<file path="src/rtl/blkdisp_pkg.sv">
package blkdisp_pkg;

    typedef enum logic [1:0] {
        ST_IDLE  = 2'd0,
        ST_ISSUE = 2'd1,
        ST_DRAIN = 2'd2,
        ST_DONE  = 2'd3
    } disp_state_e;

endpackage

</file>
<file path="src/rtl/core_slot_tracker.sv">
module core_slot_tracker #(
    parameter int MAX_BLKS = 8,
    parameter int MAX_THR  = 1536,
    parameter int BCNT_W   = 4,
    parameter int TCNT_W   = 11
) (
    input  logic              clk,
    input  logic              rst_n,
    input  logic              issue_i,
    input  logic              cmpl_i,
    input  logic [TCNT_W-1:0] blk_thr_i,
    output logic              fits_o,
    output logic              cmpl_ok_o
);

    logic [BCNT_W-1:0] blk_cnt;
    logic [TCNT_W-1:0] thr_cnt;
    logic [TCNT_W:0]   thr_sum;

    // A completion counts only if the core actually holds a block.
    assign cmpl_ok_o = cmpl_i && (blk_cnt != '0);
    assign thr_sum   = {1'b0, thr_cnt} + {1'b0, blk_thr_i};
    assign fits_o    = (blk_cnt < BCNT_W'(MAX_BLKS)) &&
                       (thr_sum <= (TCNT_W+1)'(MAX_THR));

    always_ff @(posedge clk) begin
        if (!rst_n) begin
            blk_cnt <= '0;
            thr_cnt <= '0;
        end else begin
            unique case ({issue_i, cmpl_ok_o})
                2'b10: begin
                    blk_cnt <= blk_cnt + 1'b1;
                    thr_cnt <= thr_cnt + blk_thr_i;
                end
                2'b01: begin
                    blk_cnt <= blk_cnt - 1'b1;
                    thr_cnt <= thr_cnt - blk_thr_i;
                end
                default: begin
                    blk_cnt <= blk_cnt;
                    thr_cnt <= thr_cnt;
                end
            endcase
        end
    end

    // block-slot budget never exceeded
    p_blk_cap_r2: assert property (@(posedge clk) disable iff (!rst_n)
        blk_cnt <= BCNT_W'(MAX_BLKS));

    // thread budget never exceeded
    p_thr_cap_r3: assert property (@(posedge clk) disable iff (!rst_n)
        thr_cnt <= TCNT_W'(MAX_THR));

    // the sequencer issues here only when both limits allow it
    p_issue_fit_r4: assert property (@(posedge clk) disable iff (!rst_n)
        issue_i |-> fits_o);

    // an accepted completion frees one slot by the next cycle
    p_free_r7: assert property (@(posedge clk) disable iff (!rst_n)
        (cmpl_ok_o && !issue_i) |=> (blk_cnt == BCNT_W'($past(blk_cnt) - 1'b1)));

    // a completion on an empty core leaves it empty
    p_empty_ignore_r10: assert property (@(posedge clk) disable iff (!rst_n)
        (cmpl_i && (blk_cnt == '0) && !issue_i) |=> (blk_cnt == '0) && (thr_cnt == '0));

endmodule

</file>
<file path="src/rtl/core_picker.sv">
module core_picker #(
    parameter int NUM_CORES = 4,
    parameter int CORE_W    = 2
) (
    input  logic [NUM_CORES-1:0] fit_i,
    output logic                 any_o,
    output logic [CORE_W-1:0]    idx_o
);

    // Scan from the top down so the lowest eligible core wins.
    always_comb begin
        any_o = 1'b0;
        idx_o = '0;
        for (int i = NUM_CORES - 1; i >= 0; i--) begin
            if (fit_i[i]) begin
                any_o = 1'b1;
                idx_o = CORE_W'(i);
            end
        end
    end

endmodule

</file>
<file path="src/rtl/dispatch_fsm.sv">
module dispatch_fsm
    import blkdisp_pkg::*;
#(
    parameter int IDX_W  = 16,
    parameter int TCNT_W = 11,
    parameter int CNT_W  = 3
) (
    input  logic              clk,
    input  logic              rst_n,
    input  logic              launch_valid,
    input  logic [IDX_W-1:0]  launch_blocks,
    input  logic [TCNT_W-1:0] launch_threads,
    input  logic              any_fit,
    input  logic [CNT_W-1:0]  cmpl_cnt,
    output logic              issue,
    output logic [IDX_W-1:0]  blk_idx,
    output logic [TCNT_W-1:0] blk_thr,
    output logic              launch_done
);

    disp_state_e       state, state_nxt;
    logic [IDX_W-1:0]  total_q;
    logic [IDX_W-1:0]  nxt_idx_q;
    logic [IDX_W-1:0]  outstanding_q;
    logic [TCNT_W-1:0] thr_q;
    logic              accept;
    logic              last_issue;
    logic              all_retired;

    assign accept      = launch_valid && ((state == ST_IDLE) || (state == ST_DONE));
    assign last_issue  = issue && (nxt_idx_q == total_q - 1'b1);
    assign all_retired = (outstanding_q - IDX_W'(cmpl_cnt)) == '0;

    // next-state logic
    always_comb begin
        state_nxt = state;
        unique case (state)
            ST_IDLE, ST_DONE: begin
                if (launch_valid)
                    state_nxt = (launch_blocks == '0) ? ST_DONE : ST_ISSUE;
            end
            ST_ISSUE: begin
                if (last_issue)
                    state_nxt = ST_DRAIN;
            end
            ST_DRAIN: begin
                if (all_retired)
                    state_nxt = ST_DONE;
            end
            default: state_nxt = ST_IDLE;
        endcase
    end

    // state register and grid bookkeeping
    always_ff @(posedge clk) begin
        if (!rst_n) begin
            state         <= ST_IDLE;
            total_q       <= '0;
            nxt_idx_q     <= '0;
            outstanding_q <= '0;
            thr_q         <= '0;
        end else begin
            state <= state_nxt;
            if (accept) begin
                total_q       <= launch_blocks;
                thr_q         <= launch_threads;
                nxt_idx_q     <= '0;
                outstanding_q <= '0;
            end else begin
                nxt_idx_q     <= nxt_idx_q + IDX_W'(issue);
                outstanding_q <= outstanding_q + IDX_W'(issue) - IDX_W'(cmpl_cnt);
            end
        end
    end

    // outputs
    always_comb begin
        issue       = (state == ST_ISSUE) && any_fit;
        launch_done = (state == ST_DONE);
        blk_idx     = nxt_idx_q;
        blk_thr     = thr_q;
    end

    // the done state is entered only with nothing outstanding
    p_done_clean_r8: assert property (@(posedge clk) disable iff (!rst_n)
        (state == ST_DONE) |-> (outstanding_q == '0) && (nxt_idx_q == total_q));

    // a launch while busy leaves the grid description untouched
    p_busy_ignore_r9: assert property (@(posedge clk) disable iff (!rst_n)
        (launch_valid && ((state == ST_ISSUE) || (state == ST_DRAIN)))
        |=> (thr_q == $past(thr_q)) && (total_q == $past(total_q)));

    // indices never run past the grid
    p_idx_range_r5: assert property (@(posedge clk) disable iff (!rst_n)
        issue |-> (nxt_idx_q < total_q));

endmodule

</file>
<file path="src/rtl/block_dispatcher.sv">
module block_dispatcher
    import blkdisp_pkg::*;
#(
    parameter int NUM_CORES = 4,
    parameter int MAX_BLKS  = 8,
    parameter int MAX_THR   = 1536,
    parameter int IDX_W     = 16,
    localparam int CORE_W   = (NUM_CORES > 1) ? $clog2(NUM_CORES) : 1,
    localparam int TCNT_W   = $clog2(MAX_THR + 1),
    localparam int BCNT_W   = $clog2(MAX_BLKS + 1),
    localparam int CNT_W    = $clog2(NUM_CORES + 1)
) (
    input  logic                 clk,
    input  logic                 rst_n,
    input  logic                 launch_valid,
    input  logic [IDX_W-1:0]     launch_blocks,
    input  logic [TCNT_W-1:0]    launch_threads,
    input  logic [NUM_CORES-1:0] cmpl_valid,
    output logic                 disp_valid,
    output logic [CORE_W-1:0]    disp_core,
    output logic [IDX_W-1:0]     disp_blk_idx,
    output logic [TCNT_W-1:0]    disp_threads,
    output logic                 launch_done
);

    logic [NUM_CORES-1:0] core_fit;
    logic [NUM_CORES-1:0] core_cmpl_ok;
    logic [NUM_CORES-1:0] core_issue;
    logic                 any_fit;
    logic [CORE_W-1:0]    pick_idx;
    logic [CNT_W-1:0]     cmpl_cnt;
    logic                 issue;
    logic [TCNT_W-1:0]    blk_thr;
    logic                 lower_fit;

    generate
        for (genvar c = 0; c < NUM_CORES; c++) begin : g_core
            assign core_issue[c] = issue && (pick_idx == CORE_W'(c));
            core_slot_tracker #(
                .MAX_BLKS (MAX_BLKS),
                .MAX_THR  (MAX_THR),
                .BCNT_W   (BCNT_W),
                .TCNT_W   (TCNT_W)
            ) u_trk (
                .clk       (clk),
                .rst_n     (rst_n),
                .issue_i   (core_issue[c]),
                .cmpl_i    (cmpl_valid[c]),
                .blk_thr_i (blk_thr),
                .fits_o    (core_fit[c]),
                .cmpl_ok_o (core_cmpl_ok[c])
            );
        end
    endgenerate

    always_comb begin
        cmpl_cnt = '0;
        for (int i = 0; i < NUM_CORES; i++)
            cmpl_cnt = cmpl_cnt + CNT_W'(core_cmpl_ok[i]);
    end

    core_picker #(
        .NUM_CORES (NUM_CORES),
        .CORE_W    (CORE_W)
    ) u_pick (
        .fit_i (core_fit),
        .any_o (any_fit),
        .idx_o (pick_idx)
    );

    dispatch_fsm #(
        .IDX_W  (IDX_W),
        .TCNT_W (TCNT_W),
        .CNT_W  (CNT_W)
    ) u_fsm (
        .clk            (clk),
        .rst_n          (rst_n),
        .launch_valid   (launch_valid),
        .launch_blocks  (launch_blocks),
        .launch_threads (launch_threads),
        .any_fit        (any_fit),
        .cmpl_cnt       (cmpl_cnt),
        .issue          (issue),
        .blk_idx        (disp_blk_idx),
        .blk_thr        (blk_thr),
        .launch_done    (launch_done)
    );

    assign disp_valid   = issue;
    assign disp_core    = pick_idx;
    assign disp_threads = blk_thr;

    always_comb begin
        lower_fit = 1'b0;
        for (int i = 0; i < NUM_CORES; i++)
            if ((CORE_W'(i) < pick_idx) && core_fit[i])
                lower_fit = 1'b1;
    end

    // the chosen core has room and no lower core has room
    p_lowest_core_r6: assert property (@(posedge clk) disable iff (!rst_n)
        disp_valid |-> core_fit[pick_idx] && !lower_fit);

    // exactly one tracker receives each issued block
    p_whole_block_r1: assert property (@(posedge clk) disable iff (!rst_n)
        disp_valid |-> $onehot(core_issue));

endmodule

</file>
<file path="config.mk">
export PLATFORM = sky130hd
export DESIGN_NAME = block_dispatcher
export DESIGN_NICKNAME = d
export VERILOG_FILES = /design/src/rtl/blkdisp_pkg.sv /design/src/rtl/core_slot_tracker.sv /design/src/rtl/core_picker.sv /design/src/rtl/dispatch_fsm.sv /design/src/rtl/block_dispatcher.sv
export SDC_FILE = /design/constraint.sdc
export NUM_CORES = 1
export LEC_CHECK = 0
export ABC_CLOCK_PERIOD_IN_PS = 6900
export BUFFER_PORTS_ARGS = -buffer_cell sky130_fd_sc_hd__buf_2
export CAP_MARGIN = 0
export CORE_ASPECT_RATIO = 1.5
export CORE_MARGIN = 2
export CORE_UTILIZATION = 30
export DETAILED_ROUTE_END_ITERATION = 16
export PLACE_DENSITY = 0.46
export SLEW_MARGIN = 40
export SYNTH_ARGS = -nofsm -noshare
export SYNTH_HDL_FRONTEND = slang
export SYNTH_SLANG_ARGS = --single-unit
</file>
<file path="constraint.sdc">
create_clock -name clk -period 6.9 [get_ports clk]
set_input_delay 0.345 -clock clk [delete_from_list [all_inputs] [get_ports clk]]
set_output_delay 0.345 -clock clk [all_outputs]
set_load 0.1 [all_outputs]
</file>
==> impl_metrics.py, run 1 <==
metrics = {
    "synth": {
        "ys_seq_elements": 121,
        "async_flop_share": 0,
        "synth.most_common_cell": "nor2_1",
        "synth_edf_count": 0,
        "synth_top_area_share": 0.2245,
        "synth.area.top_cells": "dfxtp_1, ha_1, xnor2_1",
        "yosysWarningCount": 0,
        "seq_area_frac_synth": 0.2245,
        "synthCells": 1380,
        "synth_cell_types": 73,
        "ys.flop_type": "dfxtp_1",
        "synth.cell_area_sq_um": 10790,
        "syn-num-nets": 1565,
        "synthTopCellsByCount": "nor2_1, a21oi_1, ha_1",
        "yosys.area.top_type": "dfxtp_1",
        "syn_avg_cell_area_sq_um": 7.817,
    },
    "layout": {
        "final_net_count": 1623,
        "area_growth_pct": 14.53,
        "fillers": 3789,
        "multi_input_area_sq_um": 7834,
        "design_area_sq_um": 12360,
        "seq_area_sq_um": 2422,
        "drive_gt1_frac": 0.1054,
        "antennaDiodeCount": 0,
    },
    "clock_network": {
        "clk-insertion-delay-late_ps": 450,
        "cts.repair.resized": 0,
        "htreeDepth": 4,
        "cts_sinks": 121,
        "cts_tree": "yes",
        "cts.clk_slew.worst_paths_ps": 60,
        "clockBufferDepth": 2,
        "ctsHoldBuffers": 0,
        "clockRootBuffer": "clkbuf_16",
        "cts_setup_buffers": 0,
        "cts_buffers": 17,
    },
    "global_route": {
        "grt_pass1_wl_mm": 52.19,
        "track_usage": 0.1769,
        "grt_max_degree": 39,
        "grt_pass1_vias": 9770,
        "grt_overflow_total": 0,
        "antenna_found_initial": 0,
    },
    "route": {
        "ant_nets": 0,
        "vias": 9741,
        "via_per_inst": 5.050,
        "wl_mm": 32.59,
        "drtIter0Drc": 456,
        "firstDrtPassIters": 4,
        "wl_per_cell_um": 16.89,
        "drc": 0,
    },
    "power": {
        "p_leak_nw": 5.195,
        "powerDensity_nw_per_um2": 467.0,
        "ir_drop_mv": 0.1846,
    },
    "floorplan": {
        "dieArea_sq_um": 37520,
        "core_area_sq_um": 35630,
        "rows": 85,
        "fp.dieW_um": 158.8,
        "start_util": 0.3028,
        "die_h_um": 236.3,
        "io_pins": 65,
    },
    "worst_setup_path": {
        "crit_family": "compound AO/OA/AOI/OAI gates",
        "critPathSlowestCell": "a2111oi_2",
        "crit_fanout": 12,
        "endpoint": "g_core[3].u_trk.thr_cnt[10]$_SDFFE_PN0P_",
        "r2r-end": "g_core[3].u_trk.thr_cnt[10]$_SDFFE_PN0P_",
        "worst-setup-path-type": "reg2reg",
        "startpoint_type": "flop",
        "startpoint": "u_fsm.blk_thr[0]$_SDFFE_PN0P_",
        "path_depth": 22,
        "worst_path_largest_cell_delay_ps": 560,
        "worst_setup_path_end_kind": "flop",
        "reg2reg_slack_ps": 600,
        "cp_num_buf_inv": 0,
        "critPathArrivalTime_ps": 6670,
        "ff2ff_path_depth": 22,
        "cp.required_ps": 7280,
        "worstReg2RegStart": "u_fsm.blk_thr[0]$_SDFFE_PN0P_",
        "path_cells": "ha_1 -> fa_1 -> nand3_1 -> nand2_1 -> a21boi_0 -> mux2_2 -> or4_1 -> a2111oi_2 -> and2_2 -> nand2_1 -> ha_1 -> mux2i_1 -> fa_1 -> a21o_1 -> a21oi_1 -> o21ai_0 -> a2111o_1 -> o211ai_1 -> o21ai_0 -> xnor2_1 -> or3_1 -> a21oi_1",
    },
    "timing": {
        "max_freq_mhz": 158.8,
        "setup_viol": 0,
        "tightest_slew_ps": 718.7,
        "rsz0062_at_grt": "no",
        "period_minus_slack_ps": 6298,
        "finalHoldViolCount": 0,
        "slew_viol_final": 0,
        "fin_crit_sh": 0.9128,
        "setup_ws_ps": 601.8,
        "tns_ps": 0,
        "worst_slew_margin_rel": 0.5188,
        "whs_ps": 138.4,
        "skew_ps": 11.71,
    },
    "placed_design": {
        "hpwl_mm": 25.30,
        "placed_area_sq_um": 11720,
        "io_buffers": 64,
        "dp_slack_ps": 582.8,
        "globalplace.congestion": 0.8883,
    },
    "min_path": {
        "hold_depth": 3,
        "worstHoldPathType": "in2reg",
        "min-delay-start": "launch_threads[3]",
    },
    "outcome": {
        "status": "completed",
    },
    "flow_run": {
        "maxCapViolCount": 0,
    },
}
[worst reg2reg max path: stages (launching register included)]
cell and delay [ps]:
dfxtp_1 460, ha_1 320, fa_1 420, nand3_1 100, nand2_1 100, a21boi_0 210
mux2_2 350, or4_1 550, a2111oi_2 560, and2_2 260, nand2_1 80, ha_1 310
mux2i_1 200, fa_1 470, a21o_1 180, a21oi_1 210, o21ai_0 140, a2111o_1 430
o211ai_1 130, o21ai_0 160, xnor2_1 150, or3_1 300, a21oi_1 140
[state kept, by name, summed over array words and instances (netlist names)]
| signal | count |
|---|---|
| u_fsm.state | 2 |
| g_core.u_trk.blk_cnt | 16 |
| u_fsm.blk_idx | 16 |
| u_fsm.outstanding_q | 16 |
| u_fsm.total_q | 16 |
| u_fsm.blk_thr | 11 |
| g_core.u_trk.thr_cnt | 44 |
[cell families (layout without fill, tap and decap cells)]
kind of cell | count (synthesis) | count (layout) | share of synthesized area
AOI/OAI and AO/OA | 353 | 353 | 0.2112
muxes | 16 | 16 | 0.01496
adders and majority gates | 151 | 151 | 0.1863
and+or+nand+nor | 466 | 466 | 0.2080
DFF | 121 | 121 | 0.2245
xor gates and xnor gates | 129 | 129 | 0.1047
buffers and inverters | 144 | 215 | 0.05034
[power breakdown]
group          internal, mW  switching [mW]
logic                  1.53            2.24
clock network         0.612           0.389
registers             0.837           0.167
[cells in the final DEF (no fill, tap or decap), types with 13 or more instances in the layout]
master / instances
nor2_1: 177
xor2_1: 32
clkbuf_16: 17
a21o_1: 13
o21ai_0: 61
dfxtp_1: 121
nand3_1: 27
buf_2: 64
mux2i_1: 15
and3_1: 19
nor2b_1: 15
inv_1: 93
fa_1: 16
o211ai_1: 15
buf_4: 25
ha_1: 132
nor3_1: 27
o21a_1: 18
or3_1: 24
a21oi_1: 139
xnor2_1: 97
nand2_1: 107
[routing by layer]
metal | track usage | up-vias | routed length [um]
met2 | 0.3325 | 121 | 17020
met3 | 0.02479 | 57 | 700
li1 | - | 4997 | -
met5 | 0 | - | 0
met1 | 0.1934 | 4566 | 13630
met4 | 0.08563 | 0 | 1239
[through the flow]
step,instances,total power [mW],util
floorplan,1380,3.884,-
global placement,1897,4.770,0.3286
detailed placement,1897,4.789,0.3288
CTS,1929,5.828,0.3468
global route,1929,6.302,0.3468
finish,1929,5.770,0.3468
[cell type report]
| cell class | count | share of cell area |
|---|---|---|
| multi-input cells | 1115 | 0.6340 |
| flip-flops and latches | 121 | 0.1961 |
| well taps | 478 | 0.04841 |
| repair buffers | 89 | 0.04111 |
| clock buffers | 17 | 0.03443 |
| inverters | 94 | 0.02856 |
| clock inverters | 15 | 0.01742 |
[how the worst min path moves through the flow]
| stage | endpoint |
|---|---|
| after detailed placement | u_fsm.total_q[15]$_SDFFE_PN0P_ |
| after global routing | u_fsm.blk_thr[2]$_SDFFE_PN0P_ |
| after global placement | u_fsm.total_q[15]$_SDFFE_PN0P_ |
| final | u_fsm.blk_thr[3]$_SDFFE_PN0P_ |
| after floorplan | u_fsm.total_q[15]$_SDFFE_PN0P_ |
| after CTS | u_fsm.blk_thr[3]$_SDFFE_PN0P_ |
(Power assumes the default switching activity.)
==> inputs of run 2 (changes only) <==
--- a/config.mk
+++ b/config.mk
@@ -8,11 +8,12 @@
 export ABC_CLOCK_PERIOD_IN_PS = 6900
 export BUFFER_PORTS_ARGS = -buffer_cell sky130_fd_sc_hd__buf_2
 export CAP_MARGIN = 0
+export CELL_PAD_IN_SITES_DETAIL_PLACEMENT = 2
+export CELL_PAD_IN_SITES_GLOBAL_PLACEMENT = 2
 export CORE_ASPECT_RATIO = 1.5
-export CORE_MARGIN = 2
 export CORE_UTILIZATION = 30
 export DETAILED_ROUTE_END_ITERATION = 16
-export PLACE_DENSITY = 0.46
+export PLACE_DENSITY = 0.69
 export SLEW_MARGIN = 40
 export SYNTH_ARGS = -nofsm -noshare
 export SYNTH_HDL_FRONTEND = slang
==> impl_metrics.py, run 2 (synthesis results as in run 1) <==
metrics = {
    "outcome": {
        "status": "completed",
    },
    "route": {
        "wl_per_cell_um": 19.57,
        "ant_nets": 0,
        "highest_layer": "met4",
        "wl_mm": 37.59,
        "drc": 0,
        "drtIter0Drc": 279,
        "dr_wl_met3_um": 536,
        "via_per_inst": 5.343,
        "route.met2.wl_mm": 20.40,
        "wl_met1_mm": 15.46,
        "firstDrtPassIters": 5,
        "vias": 10260,
    },
    "worst_setup_path": {
        "worst_setup_path_end_kind": "flop",
        "crit_fanout": 12,
        "startpoint_type": "flop",
        "cp.required_ps": 7260,
        "critPathArrivalTime_ps": 6770,
        "worst-setup-path-type": "reg2reg",
    },
    "timing": {
        "max_freq_mhz": 156.1,
        "tns_ps": 0,
        "setup_viol": 0,
        "period_minus_slack_ps": 6408,
        "worst_slew_margin_rel": 0.4553,
        "rsz0062_at_grt": "no",
        "finalHoldViolCount": 0,
        "tightest_slew_ps": 813.5,
        "skew_ps": 10.57,
        "slew_viol_final": 0,
        "fin_crit_sh": 0.9287,
    },
    "clock_network": {
        "clk-insertion-delay-late_ps": 440,
        "ctsHoldBuffers": 0,
        "htreeDepth": 4,
        "cts.clk_slew.worst_paths_ps": 50,
        "clockRootBuffer": "clkbuf_16",
        "cts_buffers": 17,
        "cts_setup_buffers": 0,
        "clockBufferDepth": 2,
        "cts_tree": "yes",
        "cts_sinks": 121,
        "cts.repair.resized": 0,
    },
    "layout": {
        "layout.cells.most_common_list": "nor2_1, a21oi_1, ha_1, dfxtp_1, nand2_1",
        "area_growth_pct": 13.93,
        "regMostFlops": "g_core.u_trk.thr_cnt",
        "drive_gt1_frac": 0.1022,
        "antennaDiodeCount": 0,
        "final_net_count": 1622,
        "largest_reg_flops": 44,
        "layout_commonest_cell": "nor2_1",
    },
    "floorplan": {
        "start_util": 0.3064,
        "die_h_um": 234.3,
        "dieArea_sq_um": 36740,
        "fp.dieW_um": 156.8,
        "io_pins": 65,
        "core_area_sq_um": 35210,
        "rows": 84,
    },
    "placed_design": {
        "io_buffers": 64,
        "globalplace.congestion": 0.8450,
        "hpwl_mm": 29.32,
    },
    "power": {
        "powerDensity_nw_per_um2": 474.4,
        "ir_drop_mv": 0.1723,
        "total_power_mw": 5.831,
        "p_leak_nw": 5.172,
    },
    "global_route": {
        "grt_overflow_total": 0,
        "grt_pass1_wl_mm": 60.24,
        "track_usage": 0.2138,
        "grt_max_degree": 57,
        "antenna_found_initial": 0,
        "grt_pass1_vias": 11060,
    },
    "min_path": {
        "worstHoldPathType": "in2reg",
    },
    "flow_run": {
        "maxCapViolCount": 0,
    },
}
run 2: changes by cell type in the layout (fill, tap and decap cells not counted), moves of 2 or more:
cell	before	now
clkbuf_1	0	3
clkinv_4	4	1
clkbuf_8	0	2
clkinv_2	1	3
inv_6	2	0
inv_8	2	0
run 2: worst max-delay path: stages (launching register included):
cell and delay [ps]:
dfxtp_1 460, ha_1 340, fa_1 430, a211oi_1 410, o21a_1 240, nor3b_1 60
o32ai_1 510, o211ai_1 150, a32oi_1 340, and3_1 320, nand2_1 100, ha_1 210
buf_4 190, mux2i_1 160, fa_1 470, a21o_1 180, a21oi_1 220, o21ai_0 190
a2111o_1 450, o211ai_1 140, o21ai_0 150, xnor2_1 150, or3_1 310, a21oi_1 140
run 2: routing by layer:
| layer | up-vias | GRT usage |
|---|---|---|
| met2 | 91 | 0.4088 |
| met3 | 49 | 0.02791 |
| met5 | - | 0 |
| met1 | 5152 | 0.2345 |
| met4 | 0 | 0.08425 |
| li1 | 4972 | - |
run 2: per-stage QoR:
step	area (sq um)	utilization	cells	setup slack, ps	hold slack (ps)
4_1_cts	12290	0.3490	1921	503.2	130.8
3_5_place_dp	11700	0.3324	1891	566.5	489.1
6_report	12290	0.3491	1921	491.9	152.4
2_1_floorplan	10790	-	1380	378.7	448.8
5_1_grt	12290	0.3491	1921	86.05	148.2
3_3_place_gp	11700	0.3323	1891	757.4	475.6
run 2: power by group:
part	leakage, nW	total, mW	internal (mW)	switching [mW]
clock	0.286	0.929	0.581	0.348
sequential	0.985	1.01	0.837	0.177
combinational	3.90	3.89	1.53	2.35
run 2: cell type report:
| cell class | instances | area (sq um) |
|---|---|---|
| clock buffer | 22 | 464.2 |
| inverter | 94 | 352.8 |
| clock inverter | 8 | 121.4 |
| multi-input combinational | 1115 | 7836 |
| sequential | 121 | 2424 |
| tap | 473 | 591.8 |
| timing repair buffer | 88 | 500.5 |
| fill | 4094 | 22920 |
run 2: final timing paths:
check / cells past startpoint / start / to / slack [ps]
min: 3 / launch_threads[5] / u_fsm.blk_thr[5]$_SDFFE_PN0P_ / 150
max reg2reg: 23 / u_fsm.blk_thr[0]$_SDFFE_PN0P_ / g_core[3].u_trk.thr_cnt[10]$_SDFFE_PN0P_ / 490
min reg2reg: 2 / u_fsm.total_q[15]$_SDFFE_PN0P_ / u_fsm.total_q[15]$_SDFFE_PN0P_ / 490
max: 23 / u_fsm.blk_thr[0]$_SDFFE_PN0P_ / g_core[3].u_trk.thr_cnt[10]$_SDFFE_PN0P_ / 490
==> inputs of run 3 (changes only) <==
--- a/config.mk
+++ b/config.mk
@@ -11,9 +11,10 @@
 export CELL_PAD_IN_SITES_DETAIL_PLACEMENT = 2
 export CELL_PAD_IN_SITES_GLOBAL_PLACEMENT = 2
 export CORE_ASPECT_RATIO = 1.5
-export CORE_UTILIZATION = 30
+export CORE_MARGIN = 10
+export CORE_UTILIZATION = 25
 export DETAILED_ROUTE_END_ITERATION = 16
-export PLACE_DENSITY = 0.69
+export PLACE_DENSITY = 0.59
 export SLEW_MARGIN = 40
 export SYNTH_ARGS = -nofsm -noshare
 export SYNTH_HDL_FRONTEND = slang
==> impl_metrics.py, run 3 (synthesis results as in run 1) <==
metrics = {
    "outcome": {
        "status": "completed",
    },
    "route": {
        "drtIter0Drc": 272,
        "drc": 0,
        "vias": 10200,
        "ant_nets": 0,
        "wl_per_cell_um": 19.55,
        "via_per_inst": 5.038,
        "wl_mm": 39.56,
        "firstDrtPassIters": 4,
    },
    "layout": {
        "area_growth_pct": 15.49,
        "antennaDiodeCount": 0,
        "design_area_sq_um": 12460,
        "largest_reg_flops": 44,
        "drive_gt1_frac": 0.1073,
        "regMostFlops": "g_core.u_trk.thr_cnt",
        "multi_input_area_sq_um": 7840,
        "fillers": 5052,
        "seq_area_sq_um": 2422,
        "final_net_count": 1626,
        "layout_commonest_cell": "nor2_1",
        "layout.cells.most_common_list": "nor2_1, a21oi_1, ha_1, dfxtp_1, nand2_1",
    },
    "clock_network": {
        "cts.repair.resized": 0,
        "clockRootBuffer": "clkbuf_16",
        "cts_setup_buffers": 0,
        "clk-insertion-delay-late_ps": 460,
        "clockBufferDepth": 2,
        "cts_sinks": 121,
        "cts.clk_slew.worst_paths_ps": 70,
        "cts_tree": "yes",
        "ctsHoldBuffers": 0,
        "htreeDepth": 4,
        "cts_buffers": 17,
    },
    "timing": {
        "period_minus_slack_ps": 6156,
        "tns_ps": 0,
        "rsz0062_at_grt": "no",
        "skew_ps": 14.53,
        "worst_slew_margin_rel": 0.4601,
        "slew_viol_final": 0,
        "finalHoldViolCount": 0,
        "setup_viol": 0,
        "max_freq_mhz": 162.4,
        "fin_crit_sh": 0.8922,
        "tightest_slew_ps": 806.4,
    },
    "flow_run": {
        "maxCapViolCount": 0,
    },
    "worst_setup_path": {
        "cp.required_ps": 7280,
        "crit_fanout": 8,
        "worst_setup_path_end_kind": "flop",
        "path_cells": "ha_1 -> fa_1 -> nand3_1 -> nand2_1 -> a21boi_0 -> mux2_2 -> or4_1 -> a2111oi_2 -> and2_2 -> nand2_1 -> ha_1 -> mux2i_1 -> fa_1 -> a21o_1 -> a21oi_1 -> o21ai_0 -> a2111o_1 -> o211ai_1 -> o21ai_0 -> xnor2_1 -> or3_1 -> a21oi_1",
        "critPathArrivalTime_ps": 6530,
        "worst-setup-path-type": "reg2reg",
        "cp_num_buf_inv": 0,
        "crit_family": "compound AO/OA/AOI/OAI gates",
        "critPathSlowestCell": "or4_1",
        "worst_path_largest_cell_delay_ps": 530,
        "startpoint_type": "flop",
    },
    "floorplan": {
        "io_pins": 65,
        "core_area_sq_um": 42820,
        "start_util": 0.2519,
        "rows": 93,
        "die_h_um": 274.4,
        "fp.dieW_um": 189.6,
        "dieArea_sq_um": 52030,
    },
    "placed_design": {
        "io_buffers": 64,
        "placed_area_sq_um": 11850,
        "globalplace.congestion": 0.8183,
        "hpwl_mm": 31.34,
    },
    "global_route": {
        "track_usage": 0.1528,
        "grt_pass1_vias": 11100,
        "antenna_found_initial": 0,
        "grt_overflow_total": 0,
        "grt_max_degree": 58,
        "grt_pass1_wl_mm": 62.39,
    },
    "power": {
        "powerDensity_nw_per_um2": 472.3,
        "ir_drop_mv": 0.1870,
        "p_leak_nw": 5.199,
    },
    "min_path": {
        "worstHoldPathType": "in2reg",
    },
}
-- run 3: cell types whose count changed in the layout (fill, tap and decap cells not counted), moves of 2 or more --
cell and change:
clkbuf_1 -3, clkinv_2 -2, inv_6 +4, buf_4 +4
clkinv_4 +3
-- run 3: final timing paths --
kind | slack (ps) | endpoint | startpoint | cells after the start
min | 140 | u_fsm.blk_thr[4]$_SDFFE_PN0P_ | launch_threads[4] | 3
max reg2reg | 740 | g_core[3].u_trk.thr_cnt[10]$_SDFFE_PN0P_ | u_fsm.blk_thr[0]$_SDFFE_PN0P_ | 22
min reg2reg | 470 | u_fsm.blk_thr[9]$_SDFFE_PN0P_ | u_fsm.blk_thr[9]$_SDFFE_PN0P_ | 2
max | 740 | g_core[3].u_trk.thr_cnt[10]$_SDFFE_PN0P_ | u_fsm.blk_thr[0]$_SDFFE_PN0P_ | 22
-- run 3: per-stage QoR --
stage | worst slack [ps] | cells | hold slack (ps) | util | power [mW]
6_report | 744.0 | 2024 | 137.3 | 0.2910 | 5.885
5_1_grt | 197.1 | 2024 | 137.1 | 0.2910 | 6.470
4_1_cts | 714.3 | 2024 | 120.1 | 0.2908 | 5.982
3_5_place_dp | 747.4 | 1992 | 463.3 | 0.2767 | 4.974
3_3_place_gp | 913.4 | 1992 | 447.9 | 0.2766 | 4.875
2_1_floorplan | 378.7 | 1380 | 448.8 | - | 3.884
-- run 3: cell type report --
cell class | instances | share of cell area
timing repair buffer | 92 | 0.04258
tap | 570 | 0.05724
sequential | 121 | 0.1944
clock inverter | 14 | 0.01295
clock buffer | 18 | 0.03525
multi-input combinational | 1115 | 0.6292
inverter | 94 | 0.02832
-- run 3: metal layers --
metal	wire length, um	up-vias	GRT usage
met4	946	0	0.04920
met5	0	-	0
met3	569	34	0.02060
li1	-	4989	-
met1	15960	5118	0.1614
met2	22080	55	0.3008
-- run 3: power by group --
group | internal (mW) | switching (mW)
logic | 1.54 | 2.38
clock network | 0.549 | 0.409
registers | 0.836 | 0.171
total | 2.93 | 2.96
-- run 3: tightest hold or removal path, stage by stage --
cell and delay, ps:
buf_2 100, nand2_1 50, a21oi_1 50
